## config.mk

```make
export PLATFORM = sky130hd
export DESIGN_NAME = psync_pkt_rx
export DESIGN_NICKNAME = d
export VERILOG_FILES = /design/src/rtl/pkt_rx_pkg.sv /design/src/rtl/pkt_rx_gate.sv /design/src/rtl/pkt_rx_framer.sv /design/src/rtl/pkt_rx_packer.sv /design/src/rtl/psync_pkt_rx.sv
export SDC_FILE = /design/constraint.sdc
export NUM_CORES = 1
export LEC_CHECK = 0
export BUFFER_PORTS_ARGS = -buffer_cell sky130_fd_sc_hd__buf_2
export CAP_MARGIN = 20
export CORE_MARGIN = 2
export CORE_UTILIZATION = 45
export CTS_BUF_LIST = sky130_fd_sc_hd__clkbuf_8 sky130_fd_sc_hd__clkbuf_16
export CTS_CLUSTER_DIAMETER = 40
export DETAILED_ROUTE_END_ITERATION = 10
export PLACE_DENSITY_LB_ADDON = 0.2
export REMOVE_ABC_BUFFERS = 1
export SETUP_SLACK_MARGIN = 0.1
export SLEW_MARGIN = 20
export SYNTH_ARGS = -nofsm -noshare
export SYNTH_HDL_FRONTEND = slang
export SYNTH_SLANG_ARGS = --single-unit
```

## constraint.sdc

```tcl
create_clock -name clk -period 4.7 [get_ports clk]
set_input_delay 0.235 -clock clk [delete_from_list [all_inputs] [get_ports clk]]
set_output_delay 0.235 -clock clk [all_outputs]
set_load 0.02 [all_outputs]
```

## src/rtl/pkt_rx_pkg.sv

```systemverilog
package pkt_rx_pkg;
    localparam int BYTE_W  = 8;
    localparam int WORD_W  = 32;
    localparam int LANES   = WORD_W / BYTE_W;
    localparam int LANE_W  = $clog2(LANES);
    localparam int LEN_W   = 12;
    localparam int DEF_LEN = 256;

    typedef logic [BYTE_W-1:0] byte_t;
    typedef logic [WORD_W-1:0] word_t;
    typedef logic [LEN_W-1:0]  len_t;
    typedef logic [LANE_W-1:0] lane_t;

    typedef struct packed {
        logic  acc;
        logic  first;
        logic  last;
        byte_t data;
    } byte_evt_t;

    function automatic len_t clamp_len(input len_t raw);
        return (raw == '0) ? len_t'(1) : raw;
    endfunction

    function automatic word_t put_lane(input word_t base, input lane_t idx, input byte_t b);
        word_t w;
        w = base;
        w[idx*BYTE_W +: BYTE_W] = b;
        return w;
    endfunction
endpackage

```

## src/rtl/pkt_rx_gate.sv

```systemverilog
module pkt_rx_gate
    import pkt_rx_pkg::*;
#(
    parameter int MASK_CYC = 4
) (
    input  logic clk,
    input  logic rst,
    input  logic run,
    input  len_t cfg_len,
    output logic live,
    output len_t len_q
);
    localparam int MW = $clog2(MASK_CYC + 2);
    localparam logic [MW-1:0] MASK_LIM = MW'(MASK_CYC);

    logic [MW-1:0] mcnt;

    always_ff @(posedge clk) begin
        if (rst) begin
            mcnt  <= '0;
            len_q <= len_t'(DEF_LEN);
        end else if (!run) begin
            mcnt  <= '0;
            len_q <= clamp_len(cfg_len);
        end else if (mcnt != MASK_LIM) begin
            mcnt <= mcnt + 1'b1;
        end
    end

    assign live = run && (mcnt == MASK_LIM);


    mask_window_chk: assert property (@(posedge clk) disable iff (rst)
        $rose(run) |-> !live);


    cfg_lock_chk: assert property (@(posedge clk) disable iff (rst)
        (run && $past(run)) |-> $stable(len_q));
endmodule

```

## src/rtl/pkt_rx_framer.sv

```systemverilog
module pkt_rx_framer
    import pkt_rx_pkg::*;
(
    input  logic      clk,
    input  logic      rst,
    input  logic      live,
    input  len_t      len_q,
    input  byte_t     rx_data,
    input  logic      rx_en,
    input  logic      rx_start,
    output byte_evt_t evt,
    output logic      pkt_done,
    output logic      pkt_abort
);
    logic active;
    len_t cnt;
    logic start_ok;

    assign start_ok = live && rx_start && rx_en;

    always_comb begin
        evt.acc   = live && (start_ok || active);
        evt.first = start_ok;
        evt.last  = start_ok ? (len_q == len_t'(1)) : (cnt == len_q - len_t'(1));
        evt.data  = rx_data;
    end

    always_ff @(posedge clk) begin
        if (rst) begin
            active    <= 1'b0;
            cnt       <= '0;
            pkt_done  <= 1'b0;
            pkt_abort <= 1'b0;
        end else begin
            pkt_done  <= evt.acc && evt.last;
            pkt_abort <= start_ok && active;
            if (!live) begin
                active <= 1'b0;
                cnt    <= '0;
            end else if (start_ok) begin
                active <= (len_q != len_t'(1));
                cnt    <= len_t'(1);
            end else if (active) begin
                cnt <= cnt + len_t'(1);
                if (evt.last) active <= 1'b0;
            end
        end
    end


    cnt_bound_chk: assert property (@(posedge clk) disable iff (rst)
        active |-> (cnt < len_q));


    done_abort_excl_chk: assert property (@(posedge clk) disable iff (rst)
        !(pkt_done && pkt_abort));
endmodule

```

## src/rtl/pkt_rx_packer.sv

```systemverilog
module pkt_rx_packer
    import pkt_rx_pkg::*;
(
    input  logic      clk,
    input  logic      rst,
    input  byte_evt_t evt,
    input  logic      out_ready,
    output logic      out_valid,
    output word_t     out_data
);
    localparam lane_t LAST_LANE = lane_t'(LANES - 1);

    word_t word_q;
    lane_t lane_q;
    word_t base;
    lane_t lane;
    word_t nxt;
    logic  emit;

    always_comb begin
        base = evt.first ? '0 : word_q;
        lane = evt.first ? '0 : lane_q;
        nxt  = put_lane(base, lane, evt.data);
        emit = evt.acc && ((lane == LAST_LANE) || evt.last);
    end

    always_ff @(posedge clk) begin
        if (rst) begin
            word_q    <= '0;
            lane_q    <= '0;
            out_valid <= 1'b0;
            out_data  <= '0;
        end else begin
            if (evt.acc) begin
                if (emit) begin
                    word_q <= '0;
                    lane_q <= '0;
                end else begin
                    word_q <= nxt;
                    lane_q <= lane + 1'b1;
                end
            end
            if (emit && (!out_valid || out_ready)) begin
                out_valid <= 1'b1;
                out_data  <= nxt;
            end else if (out_ready) begin
                out_valid <= 1'b0;
            end
        end
    end


    hold_word_chk: assert property (@(posedge clk) disable iff (rst)
        (out_valid && !out_ready) |=> (out_valid && $stable(out_data)));
endmodule

```

## src/rtl/psync_pkt_rx.sv

```systemverilog
module psync_pkt_rx
    import pkt_rx_pkg::*;
#(
    parameter int MASK_CYC = 4
) (
    input  logic              clk,
    input  logic              rst,
    input  logic              run,
    input  logic [LEN_W-1:0]  cfg_len,
    input  logic [BYTE_W-1:0] rx_data,
    input  logic              rx_en,
    input  logic              rx_start,
    input  logic              out_ready,
    output logic              out_valid,
    output logic [WORD_W-1:0] out_data,
    output logic              pkt_done,
    output logic              pkt_abort
);
    logic      live;
    len_t      len_q;
    byte_evt_t evt;

    pkt_rx_gate #(.MASK_CYC(MASK_CYC)) u_gate (
        .clk(clk), .rst(rst), .run(run), .cfg_len(cfg_len),
        .live(live), .len_q(len_q)
    );

    pkt_rx_framer u_framer (
        .clk(clk), .rst(rst), .live(live), .len_q(len_q),
        .rx_data(rx_data), .rx_en(rx_en), .rx_start(rx_start),
        .evt(evt), .pkt_done(pkt_done), .pkt_abort(pkt_abort)
    );

    pkt_rx_packer u_packer (
        .clk(clk), .rst(rst), .evt(evt), .out_ready(out_ready),
        .out_valid(out_valid), .out_data(out_data)
    );


    no_start_idle_chk: assert property (@(posedge clk) disable iff (rst)
        (!run && !$past(run)) |-> !pkt_done);
endmodule

```

=== Word level (Yosys, flattened, before mapping) ===
Index checks and enable logic that the tools add are counted.

* Add/sub/neg operators: 5
* Equality and inequality tests: 6
* Shifts and indexed selects: 2
* Multiplexer cells: 14
* Bitwise logic cells: 2
* Reduce and logical (&&, ||, !) cells: 18

{| class="wikitable"
|+ Operator list
! operator !! count
|-
| two-way mux 32 bit || 2
|-
| negator 5 -> 34 bit || 1
|-
| variable shift 8 x 34 -> 32 bit (first input constant) || 1
|-
| variable part select 8 x 34 -> 32 bit || 1
|-
| bitwise mux 32 bit || 1
|-
| adder 12 x 1 -> 12 bit (second input constant) || 1
|-
| equality test 12 x 1 -> 1 bit (second input constant) || 1
|-
| equality test 12 bit || 1
|-
| logical NOT 12 bit || 1
|-
| two-way mux 12 bit || 1
|-
| inequality test 12 x 1 -> 1 bit (second input constant) || 1
|-
| subtractor 12 x 1 -> 12 bit (second input constant) || 1
|-
| logical AND 1 bit || 8
|-
| two-way mux 1 bit || 8
|-
| two-way mux 2 bit || 2
|-
| nonzero test 2 bit || 2
|-
| OR reduction 2 bit || 2
|-
| adder 3 x 1 -> 3 bit (second input constant) || 1
|-
| equality test 3 bit (second input constant) || 1
|-
| logical OR 1 bit || 3
|-
| inequality test 3 bit (second input constant) || 1
|-
| OR reduction 3 bit || 1
|-
| adder 2 x 1 -> 2 bit (second input constant) || 1
|-
| equality test 2 bit (second input constant) || 1
|-
| 2 further kinds || 3
|}

* Bits in registers: 97
* Output and inout bits: 35
* Logic and storage cells: 58

=== Longest topological paths before layout ===
Gate-level depths: netlist of the first run.

* Depth after elaboration: 10
* Mapped depth: 14

=== By module ===
Synthesis of the first run repeated with hierarchy kept, for this count alone.

* Cells, all modules: 481
* Area, all modules: 4685.7 um2

{| class="wikitable"
|+ By module, submodules not included
! module !! times used !! cells an instance !! area an instance (um2) !! seq. area each (um2)
|-
| pkt_rx_packer || 1 || 285 || 2960.3 || 1341.3
|-
| pkt_rx_framer || 1 || 134 || 1103.6 || 300.3
|-
| pkt_rx_gate || 1 || 62 || 621.8 || 300.3
|}

=== Least setup slack after synthesis of the first run ===
OpenSTA, ideal clock, no wires.

* Path kind: register to register
* From: register u_gate.len_q[0]
* To: register u_packer.out_data[11]
* Library setup time: 0.141 ns
* Arrival time: 2.513 ns
* Data required time: 4.559 ns
* Path slack: 2.046 ns
* Cell stages (with the launch flop): 12
* Cell sequence: dfxtp_1 > clkbuf_1 > inv_1 > ha_1 > nor4b_4 > xnor2_1 > or4_4 > a2111oi_4 > a31oi_4 > buf_2 > nand3b_1 > o31ai_2

* Word-level cells in the longest chain between the ends: 6

{| class="wikitable"
|+ RTL lines
! element !! RTL line !! text
|-
| from (decl) || pkt_rx_gate.sv:11 || <nowiki>output len_t len_q</nowiki>
|-
| from (signal assigned) || pkt_rx_gate.sv:21 || <nowiki>len_q <= len_t'(DEF_LEN);</nowiki>
|-
| from (signal assigned) || pkt_rx_gate.sv:24 || <nowiki>len_q <= clamp_len(cfg_len);</nowiki>
|-
| subtractor 12 x 1 -> 12 bit || pkt_rx_framer.sv:24 || <nowiki>evt.last = start_ok ? (len_q == len_t'(1)) : (cnt == len_q - len_t'(1));</nowiki>
|-
| equality test 12 bit || pkt_rx_framer.sv:24 ||
|-
| two-way mux 1 bit * || pkt_rx_framer.sv:24 ||
|-
| logical OR 1 bit * || pkt_rx_packer.sv:24 || <nowiki>emit = evt.acc && ((lane == LAST_LANE) || evt.last);</nowiki>
|-
| logical AND 1 bit * || pkt_rx_packer.sv:24 ||
|-
| logical AND 1 bit * || pkt_rx_packer.sv:43 || <nowiki>if (emit && (!out_valid || out_ready)) begin</nowiki>
|-
| to (signal assigned) || pkt_rx_packer.sv:45 || <nowiki>out_data <= nxt;</nowiki>
|-
| to (decl) || pkt_rx_packer.sv:9 || <nowiki>output word_t out_data</nowiki>
|}

Mark *: on every way between the ends. The rest lies on a longest branch, timed or not.
A chain may end at the register's enable or synchronous reset.

=== Worst setup path in the final report of the first run ===
* From: register u_gate.mcnt[0]
* To: register u_packer.word_q[26]

* Word-level cells in the longest chain between the ends: 9

{| class="wikitable"
|+ RTL lines
! element !! RTL line !! text
|-
| from (decl) || pkt_rx_gate.sv:16 || <nowiki>logic [MW-1:0] mcnt;</nowiki>
|-
| from (signal assigned) || pkt_rx_gate.sv:26 || <nowiki>mcnt <= mcnt + 1'b1;</nowiki>
|-
| equality test 3 bit * || pkt_rx_gate.sv:30 || <nowiki>assign live = run && (mcnt == MASK_LIM);</nowiki>
|-
| logical AND 1 bit * || pkt_rx_gate.sv:30 ||
|-
| logical AND 1 bit (2 in a row) || pkt_rx_framer.sv:19 || <nowiki>assign start_ok = live && rx_start && rx_en;</nowiki>
|-
| two-way mux 2 bit || pkt_rx_packer.sv:22 || <nowiki>lane = evt.first ? '0 : lane_q;</nowiki>
|-
| negator 5 -> 34 bit / equality test 2 bit (equally long branches) || pkt_rx_pkg.sv:28, pkt_rx_packer.sv:24 ||
|-
| variable part select 8 x 34 -> 32 bit (tied with other cells) || pkt_rx_pkg.sv:28 || <nowiki>w[idx*BYTE_W +: BYTE_W] = b;</nowiki>
|-
| bitwise mux 32 bit / logical AND 1 bit (equally long branches) || pkt_rx_pkg.sv:28, pkt_rx_packer.sv:24 ||
|-
| two-way mux 32 bit || pkt_rx_packer.sv:35 || <nowiki>if (emit) begin</nowiki>
|-
| to (signal assigned) || pkt_rx_packer.sv:39 || <nowiki>word_q <= nxt;</nowiki>
|-
| to (decl) || pkt_rx_packer.sv:13 || <nowiki>word_t word_q;</nowiki>
|}

Marked as above.

==> results of run 1 <==
## path summary, 6_finish.rpt
check	start	to	slack (ns)	depth (start not counted)
hold reg to reg	u_packer.lane_q[0]	u_packer.lane_q[0]	0.46	2
setup / recovery	u_gate.mcnt[0]	u_packer.word_q[26]	1.40	12
hold / removal	cfg_len[7]	u_gate.len_q[7]	0.1	3
setup reg to reg	u_gate.mcnt[0]	u_packer.word_q[26]	1.40	12
## cells by family after synthesis
logic type               share of synthesized area [%]
AND/OR/NAND/NOR                                   22.5
AO/OA/AOI/OAI                                     24.3
flip-flops                                        40.4
buffers and inverters                             4.56
XOR/XNOR                                          4.19
adder cells (fa/ha/maj)                           2.61
multiplexers                                      1.46
## sequential cells by signal (all words and copies together), names as in the netlist
name,flops
u_packer.out_data,32
u_packer.word_q,32
u_framer.cnt,12
u_gate.len_q,12
u_gate.mcnt,3
u_packer.lane_q,2
u_framer.active,1
u_framer.pkt_abort,1
u_framer.pkt_done,1
u_packer.out_valid,1
## stage by stage
step / setup WS (ns) / area [um^2] / cells / hold WS, ns
after floorplan: 1.47 / 4620 / 490 / 0.304
after global placement: 1.48 / 5120 / 690 / 0.440
after detailed placement: 1.39 / 5120 / 690 / 0.447
after CTS: 1.36 / 5330 / 706 / 0.0900
after global routing: 1.04 / 5330 / 706 / 0.0915
final: 1.40 / 5330 / 706 / 0.0975
## routing by layer
| layer | vias up | track usage (%) | routed length [um] |
|---|---|---|---|
| met2 | 95 | 31.9 | 5180 |
| li1 | 2000 | - | - |
| met3 | 12 | 4.24 | 457 |
| met1 | 1901 | 28.0 | 5580 |
| met5 | - | 0 | 0 |
| met4 | 0 | 6.22 | 155 |
## final cells by class
class,instances,area [um^2]
multi-input cells,382,2640
clock inverters,6,65.1
repair buffers,64,330
flip-flops and latches,97,1940
clock buffers,10,138
inverters,11,41.3
well taps,136,170
fillers,958,4990
## cell usage in the layout (no fill, tap or decap), types with 4 or more instances in the layout
master	synthesis	final
nand2_1	16	16
nand2b_1	4	4
nand4_1	4	4
nor4_1	8	8
xnor2_1	12	12
ha_1	10	10
nand3b_1	33	33
o31ai_2	28	28
clkbuf_8	0	10
nor3_1	5	5
o31ai_1	4	4
mux2i_1	7	7
a21oi_1	5	5
xor2_1	11	11
and3_1	5	5
buf_2	4	60
nand3_1	10	10
dfxtp_1	97	97
nor2b_1	5	5
and2_1	4	4
nor2_1	101	101
a22oi_1	65	65
buf_4	0	4
inv_1	11	12
## power by group
part / total, mW / internal, mW / leakage (nW) / switching [mW]
clock network: 0.570 / 0.263 / 0.108 / 0.307
logic: 0.112 / 0.0459 / 1.10 / 0.0660
registers: 0.841 / 0.828 / 0.784 / 0.0126
## critical path, stage by stage (launching register included)
cell     delay (ns)
dfxtp_1        0.35
inv_1          0.06
ha_1           0.22
nand3_1        0.17
or2_0          0.35
and2_1         0.24
ha_1           0.35
nand2_1        0.07
nor3_1         0.80
a22oi_1        0.28
nor2_1         0.14
a22oi_1        0.08
nor2_1         0.12
==> results.yml, run 1 <==
logic_synthesis:
  synthFlopType: "dfxtp_1"
  avgSynthCellArea_um2: 9.09
  synth_top_area_cell: "dfxtp_1"
  ys.warnings.count: 0
  yosysTopAreaCellShare_pct: 40.4
  synth-seq-cells: 97
  synthTopCellsByArea: "dfxtp_1, a22oi_1, nor2_1"
  synthArstFlopShare_pct: 0
  ys_seq_area_share_pct: 40.4
  synth_common_cells: "nor2_1, dfxtp_1, a22oi_1, nand3b_1, clkbuf_1"
  synth_most_common_cell: "nor2_1"
  synth_edf_count: 0
  synthCells: 528
  ys_types: 54
  syn_area_um2: 4800
pwr:
  total_power_mw: 1.52
  peakVddDrop_mv: 0.147
  power.density_nw_per_um2: 286
  p_leak_nw: 1.99
layout:
  layout.nets: 601
  utilization_pct: 51.6
  area_delta_synth_final_pct: 11.0
  drive_gt1_share_pct: 19.6
  antennaDiodeCount: 0
grt:
  grt_max_degree: 68
  grt_antenna_before_repair: 0
  grt_usage_pct: 20.3
  grt_pass1_vias: 3664
  overflow: 0
  grt_pass1_wl_um: 18400
critical_path:
  path_max_fanout: 8
  required_ns: 5.00
  crit_type: "flop to flop"
  setup.worst_path.start_class: "flop"
  end_kind: "flop"
  critPathArrivalTime_ns: 3.60
clock_tree:
  clk_pin_slew_ns: 0.10
  numCtsBuffers: 9
  cts.sinks: 97
  hold_buffers: 0
  cts.root.buffer_cell: "clkbuf_8"
  post_cts.repair.setup_buffers: 0
  clock_latency_ns: 0.38
  cts_tree: "built"
  h-tree-depth: 3
  cts_resized: 0
  cts_buffer_depth: 2
outcome:
  status: "finished clean"
place:
  port-buffer-count: 60
  place_hpwl_um: 7770
  routabilityCongestion: 0.830
routing:
  firstDrtPassIters: 5
  vias: 4008
  drcViolationCount: 0
  ant_nets: 0
  wire_per_inst_um: 16.1
  wl_um: 11400
  drt_iter0_drc: 254
  vias_per_cell: 5.68
sta:
  worst_pin_slew_ns: 1.05
  finalHoldViolations: 0
  timing.final.max_slew_violations: 0
  relSlewSlack_pct: 29.4
  final.setup_skew_ns: 0.0137
  period_share_pct: 70.1
  fin_crit_ns: 3.30
  max_freq_ghz: 0.303
  fin_setup_tns_ns: 0
  rsz0062_at_grt: "no"
  setup_violations: 0
floorplan:
  pin_count: 61
  die_y_um: 107
  coreArea_um2: 10300
  rows: 37
  initial_utilization_pct: 46.5
  die_area_um2: 11500
  die_w_um: 107
run:
  maxCapViolations: 0
min_path:
  hold_path.class: "input port to flop"
No activity file was read; power rests on OpenSTA's default activity.
==> run 2: changes to the inputs <==
==> constraint.sdc (replaced) <==
create_clock -name clk -period 2.7 [get_ports clk]
set_input_delay 0.135 -clock clk [delete_from_list [all_inputs] [get_ports clk]]
set_output_delay 0.135 -clock clk [all_outputs]
set_load 0.02 [all_outputs]
==> run 2 against run 1 <==
Effect of this change:
- register-to-register slack got worse by 1.3 ns
- global-route usage increased by 0.99 points
- critical path depth decreased by 1
- utilization grew 5.3 points
- flip-flop and latch count stayed put
- die area unchanged
- wire length grew 13%
==> results.yml, run 2 (synthesized netlist as in run 1, its figures left out) <==
outcome:
  status: "finished clean"
routing:
  wire_per_inst_um: 17.4
  drcViolationCount: 0
  vias_per_cell: 5.74
  ant_nets: 0
  wl_um: 12900
  drt_iter0_drc: 259
  vias: 4246
  firstDrtPassIters: 4
layout:
  area_delta_synth_final_pct: 22.3
  top_regs: "u_packer.out_data x32, u_packer.word_q x32"
  finalNonFillerCells: 740
  multi_input_area_um2: 2800
  finalInstanceArea_um2: 5870
  final_cell_mix: "nor2_1, dfxtp_1, buf_2"
  drive_gt1_share_pct: 30.3
  num-fill-cells: 926
  ff_latch_area_um2: 1950
  layout.nets: 636
  final_common_cell: "nor2_1"
  antennaDiodeCount: 0
sta:
  worst_pin_slew_ns: 0.578
  timing.final.max_slew_violations: 0
  final.setup_skew_ns: 0.0194
  max_freq_ghz: 0.392
  setup_violations: 0
  fin_crit_ns: 2.55
  relSlewSlack_pct: 61.5
  rsz0062_at_grt: "yes"
  period_share_pct: 94.4
  finalHoldViolations: 0
clock_tree:
  cts.sinks: 97
  clock_latency_ns: 0.38
  cts_tree: "built"
  cts.root.buffer_cell: "clkbuf_8"
  numCtsBuffers: 9
  clk_pin_slew_ns: 0.10
  h-tree-depth: 3
  cts_buffer_depth: 2
grt:
  busiest_layer: "met2"
  grtUsageMet1_pct: 29.3
  grt_usage_pct: 21.3
  grt_use_met3_pct: 4.18
  grtUsageMet2_pct: 33.2
  grt_max_degree: 40
  grt_antenna_before_repair: 0
  overflow: 0
  grt_pass1_vias: 3938
  grt_pass1_wl_um: 19400
critical_path:
  crit_path_max_incr_delay_ns: 0.46
  crit_family: "simple AND/OR/NAND/NOR gates"
  path_max_fanout: 10
  cp.buffers_inverters: 3
  critPathArrivalTime_ns: 2.82
  end_kind: "flop"
  required_ns: 2.97
  critPathSlowestCell: "a2111oi_4"
  path_cells: "inv_2 -> ha_4 -> nor4b_4 -> xnor2_1 -> or4_4 -> a2111oi_4 -> a31oi_4 -> buf_12 -> buf_12 -> nand3b_1 -> o31ai_2"
  setup.worst_path.start_class: "flop"
  crit_type: "flop to flop"
  path_common_cell: "buf_12"
run:
  maxCapViolations: 0
place:
  place_hpwl_um: 8360
  placed_cells: 713
  routabilityCongestion: 0.853
  placed_cell_area_um2: 5320
  port-buffer-count: 60
pwr:
  total_power_mw: 2.57
  peakVddDrop_mv: 0.215
  p_leak_nw: 2.24
  power.density_nw_per_um2: 437
floorplan:
  die_y_um: 107
  die_w_um: 107
  initial_utilization_pct: 46.5
  die_area_um2: 11500
  rows: 37
  coreArea_um2: 10300
  pin_count: 61
min_path:
  hold_path.class: "input port to flop"
[run 2: worst paths after layout]
check,startpoint,end,slack (ns),depth (start not counted)
max,u_gate.len_q[1],u_packer.out_data[13],0.15,11
min,cfg_len[7],u_gate.len_q[7],0.01,3
max reg2reg,u_gate.len_q[1],u_packer.out_data[13],0.15,11
min reg2reg,u_packer.out_data[0],u_packer.out_data[0],0.48,2
[run 2: cell type report]
cell class,count,share of cell area (%)
clock buffer,9,2.11
clock inverter,6,0.745
inverter,11,0.703
multi-input combinational,382,47.7
sequential,97,33.1
tap,136,2.90
timing repair buffer,99,12.7
[run 2: routing by layer]
metal	wire length [um]	share of wire, %
met1	6050	47
met2	6020	47
met3	652	5.1
met4	158	1.2
met5	0	0
[run 2: tightest hold or removal path, stage by stage]
cell and delay [ns]:
buf_2 0.09, nand2_1 0.05, o21ai_0 0.07
[run 2: repair_timing]
item / in CTS / in global routing
endpoints found under the hold margin: 2 / 0
buffers inserted: 0 / 4
pin swaps: 1 / 8
setup endpoints to repair: 37 / 65
resized for setup: 5 / 44
cloned: 0 / 6
hold buffers: 2 / 0
[run 2: power breakdown]
part | leakage (nW) | internal [mW] | switching (mW)
registers | 0.785 | 1.44 | 0.0184
logic | 1.37 | 0.108 | 0.136
clock network | 0.0859 | 0.335 | 0.526
[run 2: through the flow]
step | setup WS, ns | hold slack [ns] | setup TNS, ns | utilization (%)
final | 0.152 | 0.0133 | 0 | 56.9
after global routing | 0.0569 | 0.0165 | 0 | 56.9
after global placement | -0.192 | 0.368 | -3.14 | 51.6
after CTS | 0.102 | 0.00373 | 0 | 53.6
after detailed placement | -0.196 | 0.368 | -4.40 | 51.6
after floorplan | -0.527 | 0.204 | -18.22 | -
==> run 3: changes to the inputs <==
--- a/config.mk
+++ b/config.mk
@@ -10,7 +10,7 @@
 export CORE_MARGIN = 2
 export CORE_UTILIZATION = 45
 export CTS_BUF_LIST = sky130_fd_sc_hd__clkbuf_8 sky130_fd_sc_hd__clkbuf_16
-export CTS_CLUSTER_DIAMETER = 40
+export CTS_CLUSTER_DIAMETER = 80
 export DETAILED_ROUTE_END_ITERATION = 10
 export PLACE_DENSITY_LB_ADDON = 0.2
 export REMOVE_ABC_BUFFERS = 1
@@ -18,4 +18,5 @@
 export SLEW_MARGIN = 20
 export SYNTH_ARGS = -nofsm -noshare
 export SYNTH_HDL_FRONTEND = slang
+export SYNTH_HIERARCHICAL = 1
 export SYNTH_SLANG_ARGS = --single-unit
==> run 3 against run 2 <==
Effect of this change:
- setup slack worse by 0.039 ns
- flip-flop and latch count unchanged
- wire length down 3.3%
- die area down 2.3%
- clock-buffer cell count unchanged
- power up 5.2%
- sequential power about the same
- global-route usage up 0.65 points
==> results.yml, run 3 <==
critical_path:
  crit_type: "flop to flop"
  crit_path_max_incr_delay_ns: 0.35
  end_kind: "flop"
  setup.worst_path.start_class: "flop"
  cp.buffers_inverters: 3
  ff2ff_setup_slack_ns: 0.11
  critPathArrivalTime_ns: 2.82
  crit_family: "simple AND/OR/NAND/NOR gates"
  required_ns: 2.94
  r2r-end: "u_packer/out_data[28]"
  crit_path_end: "u_packer/out_data[28]"
  critPathSlowestCell: "dfxtp_2"
  reg2reg_from: "u_gate/mcnt[0]"
  reg2reg_depth: 12
  cp.depth: 12
  path_cells: "inv_1 -> ha_1 -> and3_4 -> nand3_4 -> nand4_1 -> nor4_2 -> a41oi_2 -> inv_2 -> o21a_4 -> and2_4 -> buf_12 -> a211oi_1"
  cp-startpoint: "u_gate/mcnt[0]"
  path_max_fanout: 10
routing:
  drcViolationCount: 0
  vias_per_cell: 5.90
  vias: 4069
  drt_iter0_drc: 214
  wire_per_inst_um: 18.1
  ant_nets: 0
  firstDrtPassIters: 5
  wl_um: 12500
layout:
  drive_gt1_share_pct: 32.5
  area_delta_synth_final_pct: 22.2
  layout.nets: 586
  final_common_cell: "dfxtp_1"
  antennaDiodeCount: 0
  final_cell_mix: "dfxtp_1, buf_2, a21oi_1"
  top_regs: "u_packer/out_data x32, u_packer/word_q x32"
  num-fill-cells: 919
logic_synthesis:
  ys_types: 54
  ys_seq_area_share_pct: 41.4
  synth_top_area_cell: "dfxtp_1"
  synthCells: 481
  synthFlopType: "dfxtp_1"
  synthTopCellsByArea: "dfxtp_1, a32oi_1, a211oi_1"
  avgSynthCellArea_um2: 9.74
  syn_area_um2: 4690
  synth_most_common_cell: "dfxtp_1"
  synth-seq-cells: 97
  synth_edf_count: 0
  synth_common_cells: "dfxtp_1, a21oi_1, a32oi_1, nor2_1, a211oi_1"
  yosysTopAreaCellShare_pct: 41.4
  ys.warnings.count: 6
  synthArstFlopShare_pct: 0
floorplan:
  die_y_um: 106
  rows: 37
  initial_utilization_pct: 45.8
  die_area_um2: 11200
  pin_count: 61
  coreArea_um2: 10200
  die_w_um: 106
grt:
  grt_antenna_before_repair: 0
  grt_max_degree: 40
  grt_pass1_vias: 3823
  grt_usage_pct: 21.9
  grt_pass1_wl_um: 19400
  overflow: 0
sta:
  worst_pin_slew_ns: 0.510
  timing.final.max_slew_violations: 0
  final.setup_skew_ns: 0.00829
  fin_crit_ns: 2.59
  setup_violations: 0
  finalHoldViolations: 0
  fin_setup_tns_ns: 0
  max_freq_ghz: 0.387
  period_share_pct: 95.8
  relSlewSlack_pct: 66.0
  rsz0062_at_grt: "yes"
clock_tree:
  cts.root.buffer_cell: "clkbuf_8"
  clk_pin_slew_ns: 0.09
  hold_buffers: 0
  cts.sinks: 97
  clock_latency_ns: 0.37
  h-tree-depth: 3
  cts_buffer_depth: 2
  cts_tree: "built"
  numCtsBuffers: 9
run:
  maxCapViolations: 0
place:
  routabilityCongestion: 0.902
  port-buffer-count: 60
  place_hpwl_um: 8120
min_path:
  hold_path.class: "input port to flop"
pwr:
  p_leak_nw: 2.16
  power.density_nw_per_um2: 472
  total_power_mw: 2.70
  peakVddDrop_mv: 0.202
outcome:
  status: "finished clean"
-- run 3: cell count changes after synthesis, moves of 14 or more --
cell | previous run | this run
buf_4 | 0 | 14
a211oi_1 | 2 | 31
a32o_1 | 0 | 19
clkbuf_1 | 29 | 13
nand3b_1 | 33 | 0
a22oi_1 | 65 | 0
a32oi_1 | 0 | 32
o31ai_2 | 28 | 0
a21oi_1 | 5 | 40
nor2_1 | 101 | 32
-- run 3: repair_timing --
| action | CTS | global route |
|---|---|---|
| buffers inserted | 2 | 5 |
| setup endpoints to repair | 65 | 65 |
| resized for setup | 20 | 30 |
| pin swaps | 7 | 15 |
| cloned | 1 | 4 |
-- run 3: cells by family (layout without fill, tap and decap cells) --
logic type | Yosys count | count (layout) | synth area share (%)
compound gates | 155 | 155 | 25.9
xor+xnor | 26 | 26 | 4.86
fa+ha+maj | 11 | 11 | 2.94
buf+inv | 65 | 138 | 7.93
flops | 97 | 97 | 41.4
mux | 11 | 11 | 2.35
simple gates | 116 | 116 | 14.6
-- run 3: tightest hold or removal path, delay by kind of cell --
kind | cells | cell delay (ns)
mux | 1 | 0.06
buf+inv | 1 | 0.09
simple gates | 1 | 0.08
-- run 3: metal layers --
layer  routed length (um)  global-route usage (%)  up-vias
met5                    0                       0        -
met4                  254                    9.87        0
met3                  779                    4.29       18
met2                 5560                    32.5      153
met1                 5860                    30.9     1960
li1                     -                       -     1938
-- run 3: through the flow --
stage / worst slack (ns) / hold slack [ns] / utilization [%] / instances / instance area (um^2)
CTS: 0.102 / 0.0111 / 53.8 / 681 / 5500
global placement: -0.136 / 0.389 / 50.4 / 662 / 5160
global route: 0.00397 / 0.0386 / 56.0 / 690 / 5730
floorplan: -2.31 / 0.200 / - / 428 / 4360
detailed placement: -0.199 / 0.407 / 50.4 / 662 / 5160
finish: 0.114 / 0.0204 / 56.0 / 690 / 5730
-- run 3: cell type report --
cell class / count / area (um^2) / share of cell area, %
Multi-Input combinational cell: 319 / 2560 / 44.7
Sequential cell: 97 / 1950 / 34.0
Timing Repair Buffer: 110 / 787 / 13.7
Tap cell: 136 / 170 / 2.97
Clock buffer: 9 / 124 / 2.16
Clock inverter: 7 / 87.6 / 1.53
Inverter: 12 / 47.5 / 0.830
-- run 3: worst min-delay path by stage --
stage / start / to / slack (ns) / cells after the start
final: cfg_len[11] / u_gate/len_q[11] / 0.02 / 3
after global routing: cfg_len[11] / u_gate/len_q[11] / 0.04 / 3
after CTS: cfg_len[6] / u_gate/len_q[6] / 0.01 / 3
after detailed placement: cfg_len[6] / u_gate/len_q[6] / 0.41 / 3
after global placement: cfg_len[11] / u_gate/len_q[11] / 0.39 / 3
after floorplan: rst / u_packer/out_data[15] / 0.20 / 1
-- run 3: where the power goes --
part | leakage, nW | total (mW) | internal (mW) | switching [mW]
logic | 1.26 | 0.228 | 0.102 | 0.127
clock network | 0.108 | 1.01 | 0.514 | 0.500
registers | 0.786 | 1.46 | 1.44 | 0.0170
